## src/rtl/nand_tim_pkg.sv

```systemverilog
package nand_tim_pkg;
  localparam int CFG_W = 32;
  localparam int SU_W  = 4;
  localparam int ST_W  = 6;
  localparam int HD_W  = 3;
  localparam int TA_W  = 2;
  localparam int CNT_W = ST_W;

  // field LSBs inside the timing word
  localparam int WSU_LSB = 26;
  localparam int WST_LSB = 20;
  localparam int WHD_LSB = 17;
  localparam int RSU_LSB = 13;
  localparam int RST_LSB = 7;
  localparam int RHD_LSB = 4;
  localparam int TA_LSB  = 2;

  typedef struct packed {
    logic [SU_W-1:0] setup;
    logic [ST_W-1:0] strobe;
    logic [HD_W-1:0] hold;
  } phase_t;

  typedef struct packed {
    phase_t          wr;
    phase_t          rd;
    logic [TA_W-1:0] turn;
  } timing_t;

  typedef enum logic [2:0] {
    ST_IDLE, ST_SETUP, ST_STROBE, ST_HOLD, ST_TURN, ST_LATCH
  } state_e;

  typedef enum logic [1:0] {
    OP_NONE = 2'd0, OP_WRITE = 2'd1, OP_READ = 2'd2, OP_RSVD = 2'd3
  } op_e;
endpackage

```

## src/rtl/nand_cfg_unpack.sv

```systemverilog
module nand_cfg_unpack
  import nand_tim_pkg::*;
(
  input  logic [CFG_W-1:0] cfg_i,
  output timing_t          tcfg_o
);
  always_comb begin
    tcfg_o.wr.setup  = cfg_i[WSU_LSB +: SU_W];
    tcfg_o.wr.strobe = cfg_i[WST_LSB +: ST_W];
    tcfg_o.wr.hold   = cfg_i[WHD_LSB +: HD_W];
    tcfg_o.rd.setup  = cfg_i[RSU_LSB +: SU_W];
    tcfg_o.rd.strobe = cfg_i[RST_LSB +: ST_W];
    tcfg_o.rd.hold   = cfg_i[RHD_LSB +: HD_W];
    tcfg_o.turn      = cfg_i[TA_LSB +: TA_W];
  end
endmodule

```

## src/rtl/nand_rdy_sync.sv

```systemverilog
module nand_rdy_sync #(
  parameter int STAGES = 2
) (
  input  logic clk_i,
  input  logic rst_ni,
  input  logic async_i,
  output logic sync_o
);
  logic [STAGES-1:0] chain_q;

  for (genvar g = 0; g < STAGES; g++) begin : g_stage
    always_ff @(posedge clk_i or negedge rst_ni) begin
      if (!rst_ni) chain_q[g] <= 1'b0;
      else if (g == 0) chain_q[g] <= async_i;
      else chain_q[g] <= chain_q[(g == 0) ? 0 : g-1];
    end
  end

  assign sync_o = chain_q[STAGES-1];

  p_sync_latency_r11: assert property (@(posedge clk_i) disable iff (!rst_ni)
    !$stable(sync_o) |-> sync_o == $past(async_i, STAGES));
endmodule

```

## src/rtl/nand_phase_fsm.sv

```systemverilog
module nand_phase_fsm
  import nand_tim_pkg::*;
(
  input  logic    clk_i,
  input  logic    rst_ni,
  input  logic    start_i,
  input  logic    kind_rd_i,
  input  logic    kind_none_i,
  input  timing_t tcfg_i,
  output state_e  state_o,
  output logic    last_o
);
  state_e          state_q;
  phase_t          sel_q;
  logic [TA_W-1:0] turn_q;
  logic [CNT_W-1:0] cnt_q;
  phase_t          pick;

  assign pick   = kind_rd_i ? tcfg_i.rd : tcfg_i.wr;
  assign last_o = (cnt_q == '0);

  always_ff @(posedge clk_i or negedge rst_ni) begin
    if (!rst_ni) begin
      state_q <= ST_IDLE;
      sel_q   <= '0;
      turn_q  <= '0;
      cnt_q   <= '0;
    end else begin
      unique case (state_q)
        ST_IDLE: if (start_i) begin
          if (kind_none_i) state_q <= ST_LATCH;
          else begin
            state_q <= ST_SETUP;
            sel_q   <= pick;
            turn_q  <= tcfg_i.turn;
            cnt_q   <= CNT_W'(pick.setup);
          end
        end
        ST_SETUP: if (last_o) begin
          state_q <= ST_STROBE;
          cnt_q   <= CNT_W'(sel_q.strobe);
        end else cnt_q <= cnt_q - CNT_W'(1);
        ST_STROBE: if (last_o) begin
          state_q <= ST_HOLD;
          cnt_q   <= CNT_W'(sel_q.hold);
        end else cnt_q <= cnt_q - CNT_W'(1);
        ST_HOLD: if (last_o) begin
          state_q <= ST_TURN;
          cnt_q   <= CNT_W'(turn_q);
        end else cnt_q <= cnt_q - CNT_W'(1);
        ST_TURN: if (last_o) state_q <= ST_IDLE;
                 else cnt_q <= cnt_q - CNT_W'(1);
        ST_LATCH: state_q <= ST_IDLE;
        default:  state_q <= ST_IDLE;
      endcase
    end
  end

  assign state_o = state_q;

  p_latch_single_r6: assert property (@(posedge clk_i) disable iff (!rst_ni)
    state_q == ST_LATCH |=> state_q == ST_IDLE);
  p_turn_exit_r3: assert property (@(posedge clk_i) disable iff (!rst_ni)
    (state_q == ST_TURN && last_o) |=> state_q == ST_IDLE);
  p_idle_wait_r9: assert property (@(posedge clk_i) disable iff (!rst_ni)
    (state_q == ST_IDLE && !start_i) |=> state_q == ST_IDLE);
  p_setup_entry_r1: assert property (@(posedge clk_i) disable iff (!rst_ni)
    (state_q == ST_IDLE && start_i && !kind_none_i) |=> state_q == ST_SETUP);
endmodule

```

## src/rtl/nand_bus_timer.sv

```systemverilog
module nand_bus_timer
  import nand_tim_pkg::*;
#(
  parameter int DATA_W  = 8,
  parameter int SYNC_ST = 2
) (
  input  logic              clk_i,
  input  logic              rst_ni,
  input  logic [CFG_W-1:0]  cfg_i,
  input  logic              req_i,
  input  logic [1:0]        req_op_i,
  input  logic              req_cle_i,
  input  logic              req_ale_i,
  input  logic [DATA_W-1:0] req_data_i,
  output logic              ack_o,
  output logic [DATA_W-1:0] rd_data_o,
  output logic [0:0]        status_o,
  output logic              nand_ce_no,
  output logic              nand_cle_o,
  output logic              nand_ale_o,
  output logic              nand_we_no,
  output logic              nand_re_no,
  output logic [DATA_W-1:0] nand_dq_o,
  output logic              nand_dq_oe_o,
  input  logic [DATA_W-1:0] nand_dq_i,
  input  logic              nand_rdy_i
);
  timing_t tcfg;
  state_e  state;
  logic    last, start, op_rd, op_none, rd_q, rdy_s;
  logic    cle_q, ale_q;
  logic [DATA_W-1:0] wdat_q, rdat_q;
  logic    active, strobing;

  assign op_rd   = (op_e'(req_op_i) == OP_READ);
  assign op_none = (op_e'(req_op_i) == OP_NONE) || (op_e'(req_op_i) == OP_RSVD);
  assign start   = req_i && (state == ST_IDLE);

  nand_cfg_unpack i_unpack (.cfg_i(cfg_i), .tcfg_o(tcfg));

  nand_phase_fsm i_fsm (
    .clk_i, .rst_ni,
    .start_i(start), .kind_rd_i(op_rd), .kind_none_i(op_none),
    .tcfg_i(tcfg), .state_o(state), .last_o(last)
  );

  nand_rdy_sync #(.STAGES(SYNC_ST)) i_rdy (
    .clk_i, .rst_ni, .async_i(nand_rdy_i), .sync_o(rdy_s)
  );

  always_ff @(posedge clk_i or negedge rst_ni) begin
    if (!rst_ni) begin
      cle_q  <= 1'b0;
      ale_q  <= 1'b0;
      rd_q   <= 1'b0;
      wdat_q <= '0;
    end else if (start) begin
      cle_q <= req_cle_i;
      ale_q <= req_ale_i;
      rd_q  <= op_rd;
      if (!op_none) wdat_q <= req_data_i;
    end
  end

  always_ff @(posedge clk_i or negedge rst_ni) begin
    if (!rst_ni) rdat_q <= '0;
    else if (state == ST_STROBE && last && rd_q) rdat_q <= nand_dq_i;
  end

  assign active   = (state == ST_SETUP) || (state == ST_STROBE) || (state == ST_HOLD);
  assign strobing = (state == ST_STROBE);

  assign nand_ce_no   = !active;
  assign nand_we_no   = !(strobing && !rd_q);
  assign nand_re_no   = !(strobing && rd_q);
  assign nand_cle_o   = cle_q;
  assign nand_ale_o   = ale_q;
  assign nand_dq_o    = wdat_q;
  assign nand_dq_oe_o = active && !rd_q;
  assign ack_o        = (state == ST_HOLD && last) || (state == ST_LATCH);
  assign rd_data_o    = rdat_q;
  assign status_o     = rdy_s;

  p_strobe_excl_r4: assert property (@(posedge clk_i) disable iff (!rst_ni)
    !(!nand_we_no && !nand_re_no));
  p_strobe_in_ce_r4: assert property (@(posedge clk_i) disable iff (!rst_ni)
    (!nand_we_no || !nand_re_no) |-> !nand_ce_no);
  p_ack_pulse_r9: assert property (@(posedge clk_i) disable iff (!rst_ni)
    ack_o |=> !ack_o);
  p_latch_hold_r5: assert property (@(posedge clk_i) disable iff (!rst_ni)
    !start |=> $stable({nand_cle_o, nand_ale_o}));
  p_oe_in_ce_r7: assert property (@(posedge clk_i) disable iff (!rst_ni)
    nand_dq_oe_o |-> !nand_ce_no);
  p_wdata_stable_r7: assert property (@(posedge clk_i) disable iff (!rst_ni)
    (nand_dq_oe_o && $past(nand_dq_oe_o)) |-> $stable(nand_dq_o));
endmodule

```

## config.mk

```make
export PLATFORM = sky130hd
export DESIGN_NAME = nand_bus_timer
export DESIGN_NICKNAME = d
export VERILOG_FILES = /design/src/rtl/nand_tim_pkg.sv /design/src/rtl/nand_cfg_unpack.sv /design/src/rtl/nand_rdy_sync.sv /design/src/rtl/nand_phase_fsm.sv /design/src/rtl/nand_bus_timer.sv
export SDC_FILE = /design/constraint.sdc
export NUM_CORES = 1
export LEC_CHECK = 0
export BUFFER_PORTS_ARGS = -buffer_cell sky130_fd_sc_hd__buf_2
export CORE_MARGIN = 2
export CORE_UTILIZATION = 47
export CTS_BUF_LIST = sky130_fd_sc_hd__clkbuf_4
export DETAILED_ROUTE_END_ITERATION = 10
export GPL_ROUTABILITY_DRIVEN = 0
export PLACE_DENSITY_LB_ADDON = 0.1
export SLEW_MARGIN = 5
export SYNTH_ARGS = -nofsm -noshare
export SYNTH_HDL_FRONTEND = slang
export SYNTH_SLANG_ARGS = --single-unit
```

## constraint.sdc

```tcl
create_clock -name clk_i -period 1.8 [get_ports clk_i]
set_input_delay 0.36 -clock clk_i [delete_from_list [all_inputs] [get_ports clk_i]]
set_output_delay 0.36 -clock clk_i [all_outputs]
set_load 0.02 [all_outputs]
```

==> results.md, run 1 <==
- Post-Layout Inst Area: 3250 µm²
- Area of the mapped netlist: 2320 µm²
- Clk_skew: 0.00553 ns
- DRT Pass-1 Iters: 4
- WP buf/inv: 2
- Cts hold-fix bufs: 0
- Worst EP required: 1.44 ns
- Worst hold path class: in2async
- Area delta synth->final: 40.5%
- Post-DP HPWL: 4.20 mm
- H-tree depth: 2
- Final Net Count: 389
- DRC violations left: 0
- Worst slew pin tran: 0.524 ns
- Setup tns final: -0.489 ns
- CP Max Fanout: 2
- CORE AREA: 4720 µm²
- Pre-CTS setup slack: -0.0567 ns
- Final Max Slew Viols: 0
- Clock transition at path regs: 0.11 ns
- CP arrival: 1.66 ns
- Largest net degree at the start of global routing: 42
- Max incr delay on CP: 0.41 ns
- First-pass GRT wire length: 9.53 mm
- Starting Density: 49.0%
- Most used DFF post-synth: dfrtp_1
- Initial antenna violation count: 0
- I/O Buffers: 75
- Drt wl/cell: 15.2 µm
- CTS buffer count: 5
- Critical Path Slowest Stage Cell: dfrtp_1
- Clock buffer depth: 2
- Setup-failing EPs final: 6
- Die width: 74.2 µm
- GRT Total Usage: 22.8%
- Max_cap viols: 0
- Seq/Total Area, Yosys: 44.3%
- Rel. slew slack: 65.1%
- Mapped Avg Cell Area: 10.3 µm²
- Vias: 2108
- Rows: 25
- Die height: 74.2 µm
- Final worst-path cycle share: 112%
- Yosys warning count: 0
- Crit Path Category: reg2out
- Post-synthesis cell count: 224
- Hold slack final: 0.0577 ns
- Register bit total from synthesis: 41
- Antenna Cells: 0
- Crit end category: primary output
- Root buf cell: clkbuf_4
- Filler cells: 368
- Ports: 80
- Syn_nets: 282
- DRT antenna net count: 0
- Clock latency on the worst-skew pair: 0.35 ns
- Share of cells above drive strength 1: 53.9%
- Distinct cell type count after synthesis: 57
- Failing checks: setup timing
- Critical-path cell list: inv_2 > ha_4 > nor3b_4 > nand2_2 > o21ai_2 > and2_4 > buf_6
- Vias in the first global route: 2012
- Asr flop ratio synth: 100%
- Crit-path leading delay family: simple AND/OR/NAND/NOR gates
- CTS tree: yes
- Vias per cell: 5.28
- Register Area: 1030 µm²
- F_max: 494 MHz
- Routed WL: 6.08 mm
- GR Overflow Total: 0
- Final Hold Vio Count: 0
- Clock sinks: 41
- RSZ-0062 raised after global routing: yes
- Footprint of the multi-input gates: 1290 µm²
- Status: finished, violations left
- DP Area: 2880 µm²
- Initial DRC count: 194
- Fin crit period: 2.02 ns
- LEAKAGE: 1.51 nW
- Worst setup margin: -0.223 ns
- Post-synth EDFFs: 0
- Die area: 5500 µm²
- Startpoint Class: register
- Pwr Density: 1480 nW/µm²
- Max VDD drop: 731 µV
-- cell type report --
class                      count  area share (%)
sequential                    41            31.6
tap                           67            2.58
inverter                       7           0.808
timing repair buffer         118            23.0
clock buffer                   6            1.38
multi-input combinational    158            39.5
clock inverter                 2            1.04
-- cell families (layout without fill, tap and decap cells) --
group | after synthesis | after routing | synth area share (%)
AO/OA/AOI/OAI | 55 | 55 | 15.2
XOR/XNOR | 2 | 2 | 0.756
adder cells (fa/ha/maj) | 2 | 2 | 1.08
buffers and inverters | 25 | 133 | 5.94
flip-flops | 41 | 41 | 44.3
multiplexers | 36 | 36 | 16.7
AND/OR/NAND/NOR | 63 | 63 | 15.9
-- registers in the layout (all words and copies together), names as in the netlist --
name           count
i_fsm.cnt_q        6
i_fsm.sel_q        9
i_fsm.state_o      3
i_fsm.turn_q       2
i_rdy.chain_q      1
i_rdy.sync_o       1
nand_ale_o         1
nand_cle_o         1
nand_dq_o          8
rd_data_o          8
rd_q               1
-- report_power, final --
group	switching, W	leakage (nW)	internal, W	total (W)
clock network	0.000292	0.0433	0.000304	0.000596
registers	0.000241	0.493	0.00127	0.00151
logic	0.00141	0.978	0.00129	0.00271
-- through the flow --
stage / power (W) / utilization (%) / cells
floorplan: 0.00296 / - / 224
global placement: 0.00359 / 60.9 / 373
detailed placement: 0.00364 / 60.9 / 373
CTS: 0.00450 / 65.9 / 394
global route: 0.00512 / 68.9 / 399
finish: 0.00481 / 68.9 / 399
-- cell usage in the layout (no fill, tap or decap), types with 4 or more instances in the layout --
master and instances:
o21ai_0 10, mux2i_1 14, inv_1 4, nand2_1 15, mux2_2 22, buf_2 72, buf_4 39, dfrtp_1 39
o21ai_1 6, nor2_1 8, clkbuf_4 6, a21oi_1 10, nor3_1 6, buf_6 5
-- cells in the mapped netlist, drive strengths merged, types with 2 or more instances --
cell	instances	area share, %
or4	2	0.65
nor2	11	1.9
or2	2	0.54
o22ai	2	0.54
o31ai	2	0.65
a32o	2	0.86
o21ai	20	4.5
ha	2	1.1
or3	2	0.76
mux2i	14	6.1
or3b	3	1.2
nand4	3	1.1
nor3b	3	1.2
buf	14	4.1
nand2	16	2.6
nand2b	4	1.4
a21oi	11	2.4
a31oi	2	0.54
o21bai	2	0.65
a311oi	3	1.1
clkbuf	4	0.70
nor2b	3	0.81
mux2	22	11
nor3	7	1.7
inv	7	1.1
a211oi	2	0.65
dfrtp	41	44
nand3	2	0.43
-- metal layers --
metal | global-route usage, % | routed length (µm)
met1 | 31.6 | 2700
met2 | 35.7 | 2910
met3 | 4.07 | 372
met4 | 9.29 | 98
met5 | 0 | 0
-- final timing paths --
check                                  from          endpoint  slack [ns]  cells after the start
hold reg to reg            i_rdy.chain_q[0]      i_rdy.sync_o        0.36                      0
max in group asynchronous            rst_ni  i_fsm.state_o[1]        1.36                      2
setup / recovery             i_fsm.cnt_q[1]             ack_o       -0.22                      7
min in group clk_i               nand_rdy_i  i_rdy.chain_q[0]        0.11                      1
hold / removal                       rst_ni      i_rdy.sync_o        0.06                      2
setup reg to reg             i_fsm.cnt_q[1]    i_fsm.cnt_q[5]       -0.11                      9
-- what timing repair did --
item	in CTS	in global routing
endpoints found under the setup margin	14	11
setup buffers	13	5
pin swaps	2	11
gates resized for setup	15	28
(Power assumes the default switching activity.)
==> run 2: changes to the inputs <==
--- a/config.mk
+++ b/config.mk
@@ -6,8 +6,10 @@
 export NUM_CORES = 1
 export LEC_CHECK = 0
 export BUFFER_PORTS_ARGS = -buffer_cell sky130_fd_sc_hd__buf_2
+export CELL_PAD_IN_SITES_DETAIL_PLACEMENT = 1
+export CELL_PAD_IN_SITES_GLOBAL_PLACEMENT = 1
 export CORE_MARGIN = 2
-export CORE_UTILIZATION = 47
+export CORE_UTILIZATION = 35
 export CTS_BUF_LIST = sky130_fd_sc_hd__clkbuf_4
 export DETAILED_ROUTE_END_ITERATION = 10
 export GPL_ROUTABILITY_DRIVEN = 0
==> run 2 against run 1 <==
Effect of this change: the flow finishes with violations (hold timing, setup timing); critical path type unchanged; global-route usage decreased by 4.3 points; clock power fell by 17%; clock-buffer cell count down 1; sequential power is essentially flat; die area up 32%; final area rose by 1.0%; critical endpoint unchanged; fmax fell by 2.0%; via count grew 1.4%; worst hold slack got worse by 0.064 ns.
==> results.md, run 2 (synthesis results as in run 1) <==
- Status: finished, violations left
- Failing checks: hold timing, setup timing
- Final worst-path cycle share: 115% (+2.3 points)
- Clock transition at path regs: 0.15 ns (+0.04 ns)
- CTS buffer count: 5 (unchanged)
- Final Max Slew Viols: 0 (unchanged)
- First-pass GRT wire length: 10.8 mm (+13%)
- Ports: 80 (unchanged)
- Crit Path Category: reg2out
- Die height: 85.3 µm (+15%)
- Clock latency on the worst-skew pair: 0.36 ns (about the same)
- Max incr delay on CP: 0.42 ns (about the same)
- CTS tree: yes
- Post-DP HPWL: 4.70 mm (+12%)
- CORE AREA: 6390 µm² (+35%)
- Initial DRC count: 72 (-63%)
- Vias in the first global route: 2159 (+7.3%)
- WP buf/inv: 2 (unchanged)
- GRT Total Usage: 18.6% (-4.3 points)
- Final Net Count: 394 (+1.3%)
- Clock sinks: 41 (unchanged)
- Commonest non-fill, non-tap cell in the layout: buf_2
- Drt wl/cell: 16.2 µm (+6.5%)
- Routed WL: 6.72 mm (+11%)
- CP Max Fanout: 2 (unchanged)
- Clk_skew: 0.0166 ns (+0.0110 ns)
- Critical-path cell list: inv_2 > ha_4 > nor3b_4 > nand2_1 > o21ai_1 > and2_4 > buf_6
- Non-Filler Instances: 414 (+3.8%)
- Startpoint Class: register
- Max VDD drop: 669 µV (-8.5%)
- Worst hold path class: in2async
- Cts hold-fix bufs: 0 (unchanged)
- Pint: 0.00277 W (-3.2%)
- H-tree depth: 2 (unchanged)
- Clock share of power: 10.3% (-2.1 points)
- Vias: 2138 (+1.4%)
- Commonest cells after routing, fill and taps aside: buf_2, buf_4, dfrtp_1
- Rows: 29 (+16%)
- Critical Path Slowest Stage Cell: dfrtp_1
- GR Overflow Total: 0 (unchanged)
- Net switching power: 0.00203 W (+4.5%)
- Worst slew pin tran: 0.647 ns (+0.123 ns)
- Setup-failing EPs final: 7 (+1)
- Crit-path leading delay family: simple AND/OR/NAND/NOR gates
- Fin crit period: 2.06 ns (+0.0415 ns)
- DRT antenna net count: 0 (unchanged)
- Area delta synth->final: 41.9%
- Max_cap viols: 0 (unchanged)
- I/O Buffers: 75 (unchanged)
- Placed insts: 383 (+2.7%)
- Worst setup margin: -0.264 ns (-0.0415 ns)
- Root buf cell: clkbuf_4
- Initial antenna violation count: 0 (unchanged)
- Hold slack final: -0.00671 ns (-0.0644 ns)
- CP arrival: 1.70 ns (+0.04 ns)
- Max reg flops: 9 (unchanged)
- Combinational Power Share: 58.1% (+1.8 points)
- Final Hold Vio Count: 5 (+5)
- Largest reg by FF count: i_fsm.sel_q
- Share of cells above drive strength 1: 54.9% (+0.98 points)
- Rel. slew slack: 56.9% (-8.2 points)
- Setup tns final: -0.606 ns (-0.117 ns)
- Clock buffer depth: 2 (unchanged)
- F_max: 484 MHz (-2.0%)
- Die width: 85.3 µm (+15%)
- DRC violations left: 0 (unchanged)
- DRT Pass-1 Iters: 4 (unchanged)
- Die area: 7280 µm² (+32%)
- Starting Density: 36.3% (-13 points)
- Largest net degree at the start of global routing: 29 (-31%)
- Design Power: 0.00481 W (-0.11%)
- RSZ-0062 raised after global routing: yes
- Crit end category: primary output
- Switch share: 42.3% (+1.9 points)
- Filler cells: 754 (+100%)
- Vias per cell: 5.16 (-2.3%)
- LEAKAGE: 1.52 nW (+0.27%)
- Worst EP required: 1.44 ns (about the same)
- Antenna Cells: 0 (unchanged)
- Pwr Density: 1460 nW/µm² (-1.1%)
- Seq pwr share: 31.6% (+0.3 points)
[run 2: layout make-up]
type	count	area (µm²)	share of cell area, %
Multi-Input combinational cell	158	1300	39.5
Sequential cell	41	1030	31.3
Timing Repair Buffer	123	782	23.8
Tap cell	77	96.3	2.93
Clock buffer	5	37.5	1.14
Inverter	7	26.3	0.800
Clock inverter	3	16.3	0.495
[run 2: repair_timing]
| action | in CTS | in global routing |
|---|---|---|
| pin swaps | 4 | 18 |
| setup buffers | 13 | 11 |
| setup endpoints to repair | 13 | 23 |
| gates resized for setup | 16 | 28 |
[run 2: routing by layer]
metal | part of all wire (%) | GRT usage (%)
met5 | 0 | 0
met1 | 44 | 24.1
met3 | 3.5 | 3.11
met2 | 50 | 31.9
met4 | 1.9 | 5.19
[run 2: power by group through the flow]
| stage | registers, W | logic [W] | clock network [W] |
|---|---|---|---|
| after CTS | 0.00151 | 0.00238 | 0.000513 |
| after global placement | 0.00152 | 0.00208 | 0 |
| after global routing | 0.00157 | 0.00301 | 0.000540 |
| after detailed placement | 0.00154 | 0.00213 | 0 |
| final | 0.00152 | 0.00279 | 0.000495 |
| after floorplan | 0.00160 | 0.00136 | 0 |
[run 2: final timing paths]
path	endpoint	depth (start not counted)	start	slack (ns)
setup / recovery	ack_o	7	i_fsm.cnt_q[0]	-0.26
hold / removal	i_fsm.cnt_q[3]	1	rst_ni	-0.007
setup reg to reg	i_fsm.cnt_q[0]	8	i_fsm.cnt_q[0]	-0.12
hold reg to reg	i_rdy.sync_o	0	i_rdy.chain_q[0]	0.36
max in group asynchronous	nand_dq_o[5]	2	rst_ni	1.20
min in group clk_i	i_rdy.chain_q[0]	1	nand_rdy_i	0.10
[run 2: per-stage QoR]
stage,setup slack [ns],cell area [µm²],util (%),hold WS [ns]
detailed placement,-0.0712,2890,45.2,0.336
floorplan,0.00514,2330,-,0.0644
CTS,-0.273,3090,48.4,0.0321
global route,-0.324,3290,51.4,0.0399
global placement,-0.0202,2890,45.2,0.332
finish,-0.264,3290,51.4,-0.00671
